## src/rtl/tx_slot_pkg.sv

```systemverilog
package tx_slot_pkg;
    localparam int STS_W   = 7;
    localparam int ST_ROOM = 0;
    localparam int ST_BUSY = 1;
    localparam int ST_OVR  = 2;
    localparam int ST_IDLE = 3;
    localparam int ST_CMPL = 5;
    localparam int ST_UNDR = 6;
    localparam logic [STS_W-1:0] STICKY_MASK =
        STS_W'((1 << ST_OVR) | (1 << ST_IDLE) | (1 << ST_CMPL) | (1 << ST_UNDR));
endpackage

```

## src/rtl/tx_slot_queue.sv

```systemverilog
module tx_slot_queue #(
    parameter int AW = 32,
    parameter int LW = 11
) (
    input  logic          clk,
    input  logic          rst_n,
    input  logic          wr_en,
    input  logic          wr_sel,
    input  logic [AW-1:0] wr_data,
    input  logic          frame_end,
    output logic          act_valid,
    output logic [AW-1:0] act_addr,
    output logic [LW-1:0] act_len,
    output logic          room,
    output logic          ovr_evt,
    output logic          idle_evt
);
    typedef struct packed {
        logic [AW-1:0] stage_addr;
        logic          act_v;
        logic [AW-1:0] act_a;
        logic [LW-1:0] act_l;
        logic          pnd_v;
        logic [AW-1:0] pnd_a;
        logic [LW-1:0] pnd_l;
    } slot_t;

    slot_t q, d;
    logic accept, commit;

    always_comb begin
        d        = q;
        room     = !(q.act_v && q.pnd_v);
        ovr_evt  = wr_en && !room;
        accept   = wr_en && room;
        commit   = accept && wr_sel && (wr_data[LW-1:0] != '0);
        if (accept && !wr_sel) begin
            d.stage_addr = wr_data;
        end
        if (frame_end) begin
            d.act_v = q.pnd_v;
            d.act_a = q.pnd_a;
            d.act_l = q.pnd_l;
            d.pnd_v = 1'b0;
        end
        if (commit) begin
            if (!d.act_v) begin
                d.act_v = 1'b1;
                d.act_a = q.stage_addr;
                d.act_l = wr_data[LW-1:0];
            end else begin
                d.pnd_v = 1'b1;
                d.pnd_a = q.stage_addr;
                d.pnd_l = wr_data[LW-1:0];
            end
        end
        idle_evt = frame_end && !q.pnd_v && !commit;
    end

    always_ff @(posedge clk or negedge rst_n) begin
        if (!rst_n) q <= '0;
        else        q <= d;
    end

    assign act_valid = q.act_v;
    assign act_addr  = q.act_a;
    assign act_len   = q.act_l;


    overrun_hold_chk: assert property (@(posedge clk) disable iff (!rst_n)
        (ovr_evt && !frame_end) |=> ($stable(q.act_a) && $stable(q.act_l) &&
            $stable(q.pnd_a) && $stable(q.pnd_l) && $stable(q.stage_addr)));

    promote_chk: assert property (@(posedge clk) disable iff (!rst_n)
        (frame_end && q.pnd_v) |=> (q.act_v && q.act_a == $past(q.pnd_a)));

    pend_needs_act_chk: assert property (@(posedge clk) disable iff (!rst_n)
        q.pnd_v |-> q.act_v);
endmodule

```

## src/rtl/tx_byte_engine.sv

```systemverilog
module tx_byte_engine #(
    parameter int AW = 32,
    parameter int LW = 11
) (
    input  logic          clk,
    input  logic          rst_n,
    input  logic          act_valid,
    input  logic [AW-1:0] act_addr,
    input  logic [LW-1:0] act_len,
    input  logic          fetch_ready,
    input  logic [7:0]    fetch_data,
    output logic          fetch_rd,
    output logic [AW-1:0] fetch_addr,
    output logic          frame_done,
    output logic          frame_abort,
    output logic          tx_valid,
    output logic [7:0]    tx_byte,
    output logic          tx_last,
    output logic          tx_bad_crc
);
    typedef struct packed {
        logic [LW-1:0] idx;
        logic          vld;
        logic [7:0]    dat;
        logic          lst;
        logic          bad;
    } eng_t;

    eng_t q, d;
    logic last_byte;

    always_comb begin
        d           = q;
        d.vld       = 1'b0;
        d.lst       = 1'b0;
        d.bad       = 1'b0;
        frame_done  = 1'b0;
        frame_abort = 1'b0;
        fetch_rd    = act_valid;
        fetch_addr  = act_addr + AW'(q.idx);
        last_byte   = (q.idx == act_len - LW'(1));
        if (act_valid) begin
            if (fetch_ready) begin
                d.vld = 1'b1;
                d.dat = fetch_data;
                d.lst = last_byte;
                if (last_byte) begin
                    d.idx      = '0;
                    frame_done = 1'b1;
                end else begin
                    d.idx = q.idx + LW'(1);
                end
            end else begin
                d.lst       = 1'b1;
                d.bad       = 1'b1;
                d.idx       = '0;
                frame_abort = 1'b1;
            end
        end
    end

    always_ff @(posedge clk or negedge rst_n) begin
        if (!rst_n) q <= '0;
        else        q <= d;
    end

    assign tx_valid   = q.vld;
    assign tx_byte    = q.dat;
    assign tx_last    = q.lst;
    assign tx_bad_crc = q.bad;


    abort_marker_chk: assert property (@(posedge clk) disable iff (!rst_n)
        (act_valid && !fetch_ready) |=> (tx_last && tx_bad_crc && !tx_valid));

    bad_only_at_end_chk: assert property (@(posedge clk) disable iff (!rst_n)
        tx_bad_crc |-> (tx_last && !tx_valid));
endmodule

```

## src/rtl/tx_status_flags.sv

```systemverilog
module tx_status_flags
    import tx_slot_pkg::*;
(
    input  logic             clk,
    input  logic             rst_n,
    input  logic             room,
    input  logic             busy,
    input  logic             ovr_evt,
    input  logic             idle_evt,
    input  logic             done_evt,
    input  logic             abort_evt,
    input  logic             clr_wr,
    input  logic [STS_W-1:0] clr_data,
    output logic [STS_W-1:0] status
);
    logic [STS_W-1:0] stky_q, stky_d, set_vec, clr_vec;

    always_comb begin
        set_vec          = '0;
        set_vec[ST_OVR]  = ovr_evt;
        set_vec[ST_IDLE] = idle_evt;
        set_vec[ST_CMPL] = done_evt;
        set_vec[ST_UNDR] = abort_evt;
        clr_vec          = clr_wr ? clr_data : '0;
        stky_d           = ((stky_q & ~clr_vec) | set_vec) & STICKY_MASK;
        status           = stky_q;
        status[ST_ROOM]  = room;
        status[ST_BUSY]  = busy;
    end

    always_ff @(posedge clk or negedge rst_n) begin
        if (!rst_n) stky_q <= '0;
        else        stky_q <= stky_d;
    end


    cmpl_set_chk: assert property (@(posedge clk) disable iff (!rst_n)
        done_evt |=> status[ST_CMPL]);

    set_beats_clear_chk: assert property (@(posedge clk) disable iff (!rst_n)
        (ovr_evt && clr_wr && clr_data[ST_OVR]) |=> status[ST_OVR]);

    undr_set_chk: assert property (@(posedge clk) disable iff (!rst_n)
        abort_evt |=> status[ST_UNDR]);
endmodule

```

## src/rtl/tx_slot_ctrl.sv

```systemverilog
module tx_slot_ctrl
    import tx_slot_pkg::*;
#(
    parameter int AW = 32,
    parameter int LW = 11
) (
    input  logic             clk,
    input  logic             rst_n,
    input  logic             reg_wr_en,
    input  logic             reg_wr_sel,
    input  logic [AW-1:0]    reg_wr_data,
    input  logic             sts_clr_wr,
    input  logic [STS_W-1:0] sts_clr_data,
    output logic [STS_W-1:0] sts_flags,
    output logic             fetch_rd,
    output logic [AW-1:0]    fetch_addr,
    input  logic [7:0]       fetch_data,
    input  logic             fetch_ready,
    output logic             tx_valid,
    output logic [7:0]       tx_byte,
    output logic             tx_last,
    output logic             tx_bad_crc
);
    logic          act_valid, room, ovr_evt, idle_evt;
    logic [AW-1:0] act_addr;
    logic [LW-1:0] act_len;
    logic          frame_done, frame_abort, frame_end;

    assign frame_end = frame_done || frame_abort;

    tx_slot_queue #(.AW(AW), .LW(LW)) u_queue (
        .clk(clk), .rst_n(rst_n),
        .wr_en(reg_wr_en), .wr_sel(reg_wr_sel), .wr_data(reg_wr_data),
        .frame_end(frame_end),
        .act_valid(act_valid), .act_addr(act_addr), .act_len(act_len),
        .room(room), .ovr_evt(ovr_evt), .idle_evt(idle_evt)
    );

    tx_byte_engine #(.AW(AW), .LW(LW)) u_engine (
        .clk(clk), .rst_n(rst_n),
        .act_valid(act_valid), .act_addr(act_addr), .act_len(act_len),
        .fetch_ready(fetch_ready), .fetch_data(fetch_data),
        .fetch_rd(fetch_rd), .fetch_addr(fetch_addr),
        .frame_done(frame_done), .frame_abort(frame_abort),
        .tx_valid(tx_valid), .tx_byte(tx_byte), .tx_last(tx_last),
        .tx_bad_crc(tx_bad_crc)
    );

    tx_status_flags u_flags (
        .clk(clk), .rst_n(rst_n),
        .room(room), .busy(act_valid),
        .ovr_evt(ovr_evt), .idle_evt(idle_evt),
        .done_evt(frame_done), .abort_evt(frame_abort),
        .clr_wr(sts_clr_wr), .clr_data(sts_clr_data),
        .status(sts_flags)
    );


    full_blocks_room_chk: assert property (@(posedge clk) disable iff (!rst_n)
        (!sts_flags[ST_ROOM]) |-> sts_flags[ST_BUSY]);
endmodule

```

## config.mk

```make
export PLATFORM = sky130hd
export DESIGN_NAME = tx_slot_ctrl
export DESIGN_NICKNAME = d
export VERILOG_FILES = /design/src/rtl/tx_slot_pkg.sv /design/src/rtl/tx_slot_queue.sv /design/src/rtl/tx_byte_engine.sv /design/src/rtl/tx_status_flags.sv /design/src/rtl/tx_slot_ctrl.sv
export SDC_FILE = /design/constraint.sdc
export NUM_CORES = 1
export LEC_CHECK = 0
export ABC_AREA = 1
export CAP_MARGIN = 20
export CORE_AREA = 4 4 181 130
export DETAILED_ROUTE_END_ITERATION = 10
export DIE_AREA = 0 0 185 134
export PLACE_DENSITY_LB_ADDON = 0.05
export SLEW_MARGIN = 20
export SYNTH_ARGS = -nofsm -noshare
export SYNTH_HDL_FRONTEND = slang
export SYNTH_HIERARCHICAL = 1
export SYNTH_SLANG_ARGS = --single-unit
```

## constraint.sdc

```tcl
create_clock -name clk -period 3.1 [get_ports clk]
set_input_delay 0.62 -clock clk [delete_from_list [all_inputs] [get_ports clk]]
set_output_delay 0.62 -clock clk [all_outputs]
set_load 0.01 [all_outputs]
```

### After elaboration in Yosys (flattened, before gate mapping)

Index checks and enable logic that the tools add are counted.

* word-level logic and storage cells: 51
* input bits: 53
* output and inout port bits: 51
* bits in registers: 146

* mux-type cells: 15
* reduce and logical (&&, ||, !) cells: 16
* bitwise logic cells: 3
* eq/ne operators: 1
* add/subtract/negate cells: 3

Operators with widths (count)
* 2-to-1 mux 88 bit: 1
* 2-to-1 mux 45 bit: 1
* 2-to-1 mux 44 bit: 1
* 2-to-1 mux 43 bit: 1
* 2-to-1 mux 11 bit: 3
* adder 32 x 11 -> 32 bit: 1
* adder 11 x 1 -> 11 bit, second input constant: 1
* == test 11 bit: 1
* nonzero test 11 bit: 1
* subtractor 11 x 1 -> 11 bit, second input constant: 1
* 2-to-1 mux 9 bit: 1
* logical AND 1 bit: 8
* bitwise AND 7 bit: 1
* 2-to-1 mux 7 bit: 1
* NOT 7 bit: 1
* bitwise OR 7 bit: 1
* 2-to-1 mux 1 bit: 6
* zero test 1 bit: 4
* AND reduction 2 bit: 2
* logical OR 1 bit: 1

### Longest topological paths before layout

* word-level depth: 9
* depth in mapped cells: 23

### Modules after synthesis

The synthesis kept the hierarchy.

Modules (own cells, without submodules)
* tx_slot_queue: seq. area each 3002.9 µm², area an instance 6162.2 µm², cells an instance 800, times used 1
* tx_byte_engine: seq. area each 550.5 µm², area an instance 2663.8 µm², cells an instance 411, times used 1
* tx_status_flags: seq. area each 100.1 µm², area an instance 186.4 µm², cells an instance 24, times used 1
* tx_slot_ctrl: seq. area each 0.0 µm², area an instance 11.3 µm², cells an instance 3, times used 1

### Least setup slack after synthesis

No wires, ideal clock.

* path type: register -> register
* from: register u_queue.q (netlist bit u_queue/act_len[0])
* to: register u_queue/q[12] in the netlist's numbering
* library setup time: 0.067 ns
* path slack: 0.373 ns
* cell stages (with the launch flop): 22
* data arrival time: 2.661 ns
* cells stage by stage: dfrtp_1 -> buf_4 -> inv_1 -> ha_1 -> buf_2 -> nand2_2 -> nor2_1 -> nand2_1 -> nand2_1 -> nand2_1 -> nor3_1 -> nand2_1 -> nor3_1 -> inv_1 -> nand2_1 -> buf_4 -> nand2_2 -> nand2_2 -> buf_4 -> buf_4 -> nand4_1 -> nand2_1

* word-level cells in the longest chain between the ends: 8

RTL lines
* start: declaration: RTL line tx_slot_queue.sv:28 `slot_t q, d;`
* start signal: assignment: RTL line tx_slot_queue.sv:61 `if (!rst_n) q <= '0;`
* start signal: assignment: RTL line tx_slot_queue.sv:62 `else q <= d;`
* subtractor 11 x 1 -> 11 bit: RTL line tx_byte_engine.sv:41 `last_byte = (q.idx == act_len - LW'(1));`
* == test 11 bit: RTL line tx_byte_engine.sv:41
* 2-to-1 mux 1 bit: RTL line tx_byte_engine.sv:47 `if (last_byte) begin`
* 2-to-1 mux 1 bit: RTL line tx_byte_engine.sv:43 `if (fetch_ready) begin`
* 2-to-1 mux 1 bit: RTL line tx_byte_engine.sv:42 `if (act_valid) begin`
* named net frame_done: RTL line tx_slot_ctrl.sv:27 `logic frame_done, frame_abort, frame_end;`
* logical OR 1 bit: RTL line tx_slot_ctrl.sv:29 `assign frame_end = frame_done || frame_abort;`
* named net frame_end: RTL line tx_slot_ctrl.sv:27
* 2-to-1 mux 45 bit: RTL line tx_slot_queue.sv:40 `if (frame_end) begin`
* AND reduction 2 bit (no line)

The timed path passes the listed nets, and every way through them passes these cells.
A chain may end at the register's enable or synchronous reset.

### Worst setup path in the final report

* from: register u_queue.q (netlist bit u_queue/act_addr[0])
* to: output fetch_addr[26]

* word-level cells in the longest chain between the ends: 1

RTL lines
* adder 32 x 11 -> 32 bit: RTL line tx_byte_engine.sv:40 `fetch_addr = act_addr + AW'(q.idx);`
* end: declaration: RTL line tx_slot_ctrl.sv:16 `output logic [AW-1:0] fetch_addr,`

Every way passes these cells.

==> out/metrics.cfg <==
[clocking]
clkLatencyLatePin_ns = 0.44
clockBufferDepth = 2
h-tree-depth = 4
tritoncts = done
cts.sinks = 146
hold_buffers = 0
cts_buffers = 17
cts_root_buf = clkbuf_16
clk_pin_slew_worst_paths_ns = 0.06

[power_and_ir_drop]
totalPowerFinal_uw = 10000
peakVddDrop_uv = 446
leakage_uw = 0.00568
power.density_nw_per_um2 = 897

[sta]
post-route-min-period_ns = 3.04
relSlewSlack = 0.453
rsz0062_at_grt = true
fmax_mhz = 329
finClkSkew_ns = 0.0138
hold_viol_final = 0
tightestPinTransition_ns = 0.820
worst_slack_ns = 0.0587
fin_crit_sh = 0.981
slew_violations = 0
setup_violations = 0

[floorplan]
rows = 45
start_util = 0.417
die_w_um = 185
dieArea_um2 = 24800
die-height_um = 134
core_area_um2 = 21600
ios = 104

[critical_path]
crit_required_ns = 2.48
slowest_stage = dfrtp_1
cp_top_family = adder cells
critPathMaxFanout = 4
worstSetupPathType = reg2out
worst_setup_path_end_kind = output pin
crit_chain = ha_4 -> fa_2 -> nand3_2 -> nand2_2 -> a21boi_2 -> buf_4 -> o21ai_4 -> nand4_1 -> xor2_1 -> buf_2
arrival_ns = 2.42
critPathMaxStageDelay_ns = 0.42
r2r_slack_ns = 0.23
cp-start-kind = register
crit_buf_inv = 2

[finish]
final_common_cell = nand2_1
ff_latch_area_um2 = 3660
instances_no_fill = 1623
drive_gt1_frac = 0.183
areaGrowthSynthToFinish_pct = 23.9
antenna_cells = 0
multi_input_area_um2 = 4740
stdcell_area_um2 = 11200
final_cell_mix = nand2_1 (565), dfrtp_1 (138), buf_4 (76)
nets = 1395
fill_cells = 2135

[synthesis]
ys.flop_type = dfrtp_1
syn-cell-area_um2 = 9020
synth.top_cell.area_share = 0.405
synth-edff-count = 0
netlist_instances = 1238
synth_top_area_cell = dfrtp_1
synth_fp_nets = 1305
yosysWarnings = 6
synth_cell_types = 41
ys_seq_elements = 146
synthArstFlopShare = 1.00
ys_seq_area_frac = 0.405
synth.area.top_cells = dfrtp_1 (40%), nand2_1 (24%), buf_4 (5.7%)
avgSynthCellArea_um2 = 7.29

[placement]
port_buffers = 99
dpl_cell_area_um2 = 10200
place_congestion = 0.921
dp_hpwl_mm = 18.2
pre_cts_slack_ns = -0.0721
dp_cells = 1578

[global_routing]
grt_pass1_wl_mm = 41.8
grt_pass1_vias = 7523
grt_max_degree = 60
antenna_found_initial = 0
grt_use_total = 0.215
overflow = 0

[route]
antenna_left = 0
route.vias.total = 8016
firstDrtPassIters = 5
drc = 0
viasPerCell = 4.94
wl_per_cell_um = 16.1
routed_wl_mm = 26.2
drt_iter0_markers = 538

[run]
maxCapViolations = 0

[outcome]
status = finished clean

[min_path]
min_path_type = in2async

[cells by family after synthesis]
kind of cell             after synthesis  share of synthesized area
XOR/XNOR                              38                     0.0369
other                                  1                   0.000416
flip-flops                           146                      0.405
adder cells (fa/ha/maj)               14                     0.0202
AND/OR/NAND/NOR                      768                      0.359
AO/OA/AOI/OAI                         67                     0.0460
multiplexers                          21                     0.0262
buffers and inverters                183                      0.106
[metal layers]
layer	GRT usage	up-vias	share of wire
met5	0	-	0
met4	0.0493	0	0.0087
met3	0.0417	18	0.060
met2	0.305	203	0.42
met1	0.337	3722	0.51
li1	-	4073	-
[flip-flops by register name (all words and copies together) (netlist names)]
| register | cells |
|---|---|
| u_queue/act_valid | 1 |
| u_engine/tx_last | 1 |
| u_flags/stky_q | 4 |
| u_engine/q | 11 |
| u_queue/act_addr | 32 |
| u_engine/tx_valid | 1 |
| u_engine/tx_byte | 8 |
| u_queue/act_len | 11 |
| u_engine/tx_bad_crc | 1 |
| u_queue/q | 76 |
[power breakdown]
part	switching (uW)	internal, uW	leakage, uW
registers	709	2660	0.00183
clock network	875	1250	0.000287
logic	2650	1890	0.00357
total	4240	5800	0.00568
[Yosys cell counts (2+ instances only)]
master,n
nand4_1,55
buf_4,68
nand2_4,2
a21oi_2,9
buf_2,15
nand2_2,9
nand3_1,65
o21ai_2,2
nor4_1,2
dfrtp_1,146
nor2_2,6
nor2_4,4
a21o_1,2
inv_1,70
o21ai_0,34
ha_1,13
mux2_2,21
buf_1,6
nor2_1,35
inv_2,3
a21oi_1,11
a31oi_1,2
xor2_1,30
xnor2_1,8
nor3_1,13
clkbuf_1,20
nand2_1,573
[area by class of cell]
class | instances | share of cell area
flip-flops and latches | 146 | 0.328
clock buffers | 20 | 0.0409
repair buffers | 180 | 0.138
clock inverters | 12 | 0.0133
well taps | 282 | 0.0316
inverters | 74 | 0.0248
multi-input cells | 909 | 0.424
[what timing repair did]
item | 4_1_cts | 5_1_grt
setup buffers | 8 | 5
endpoints found under the setup margin | 33 | 111
resized for setup | 108 | 43
pin swaps | 13 | 18
[per-stage QoR]
step	hold WS, ns	utilization	setup TNS, ns
after floorplan	0.324	-	0
after global placement	0.454	0.473	-0.265
after detailed placement	0.459	0.473	-0.284
after CTS	0.176	0.509	-0.00746
after global routing	0.213	0.517	-0.204
final	0.168	0.517	0
[final timing paths]
path                                      from  depth (start not counted)                  end
hold / removal                           rst_n                          1  u_engine/tx_byte[4]
min in group clk                  u_queue/q[2]                          2         u_queue/q[2]
hold reg to reg                   u_queue/q[2]                          2         u_queue/q[2]
setup / recovery           u_queue/act_addr[0]                         10       fetch_addr[26]
max in group asynchronous                rst_n                          2  u_queue/act_addr[8]
setup reg to reg            u_queue/act_len[2]                         19   u_queue/act_len[9]
No activity file was read; power rests on OpenSTA's default activity.
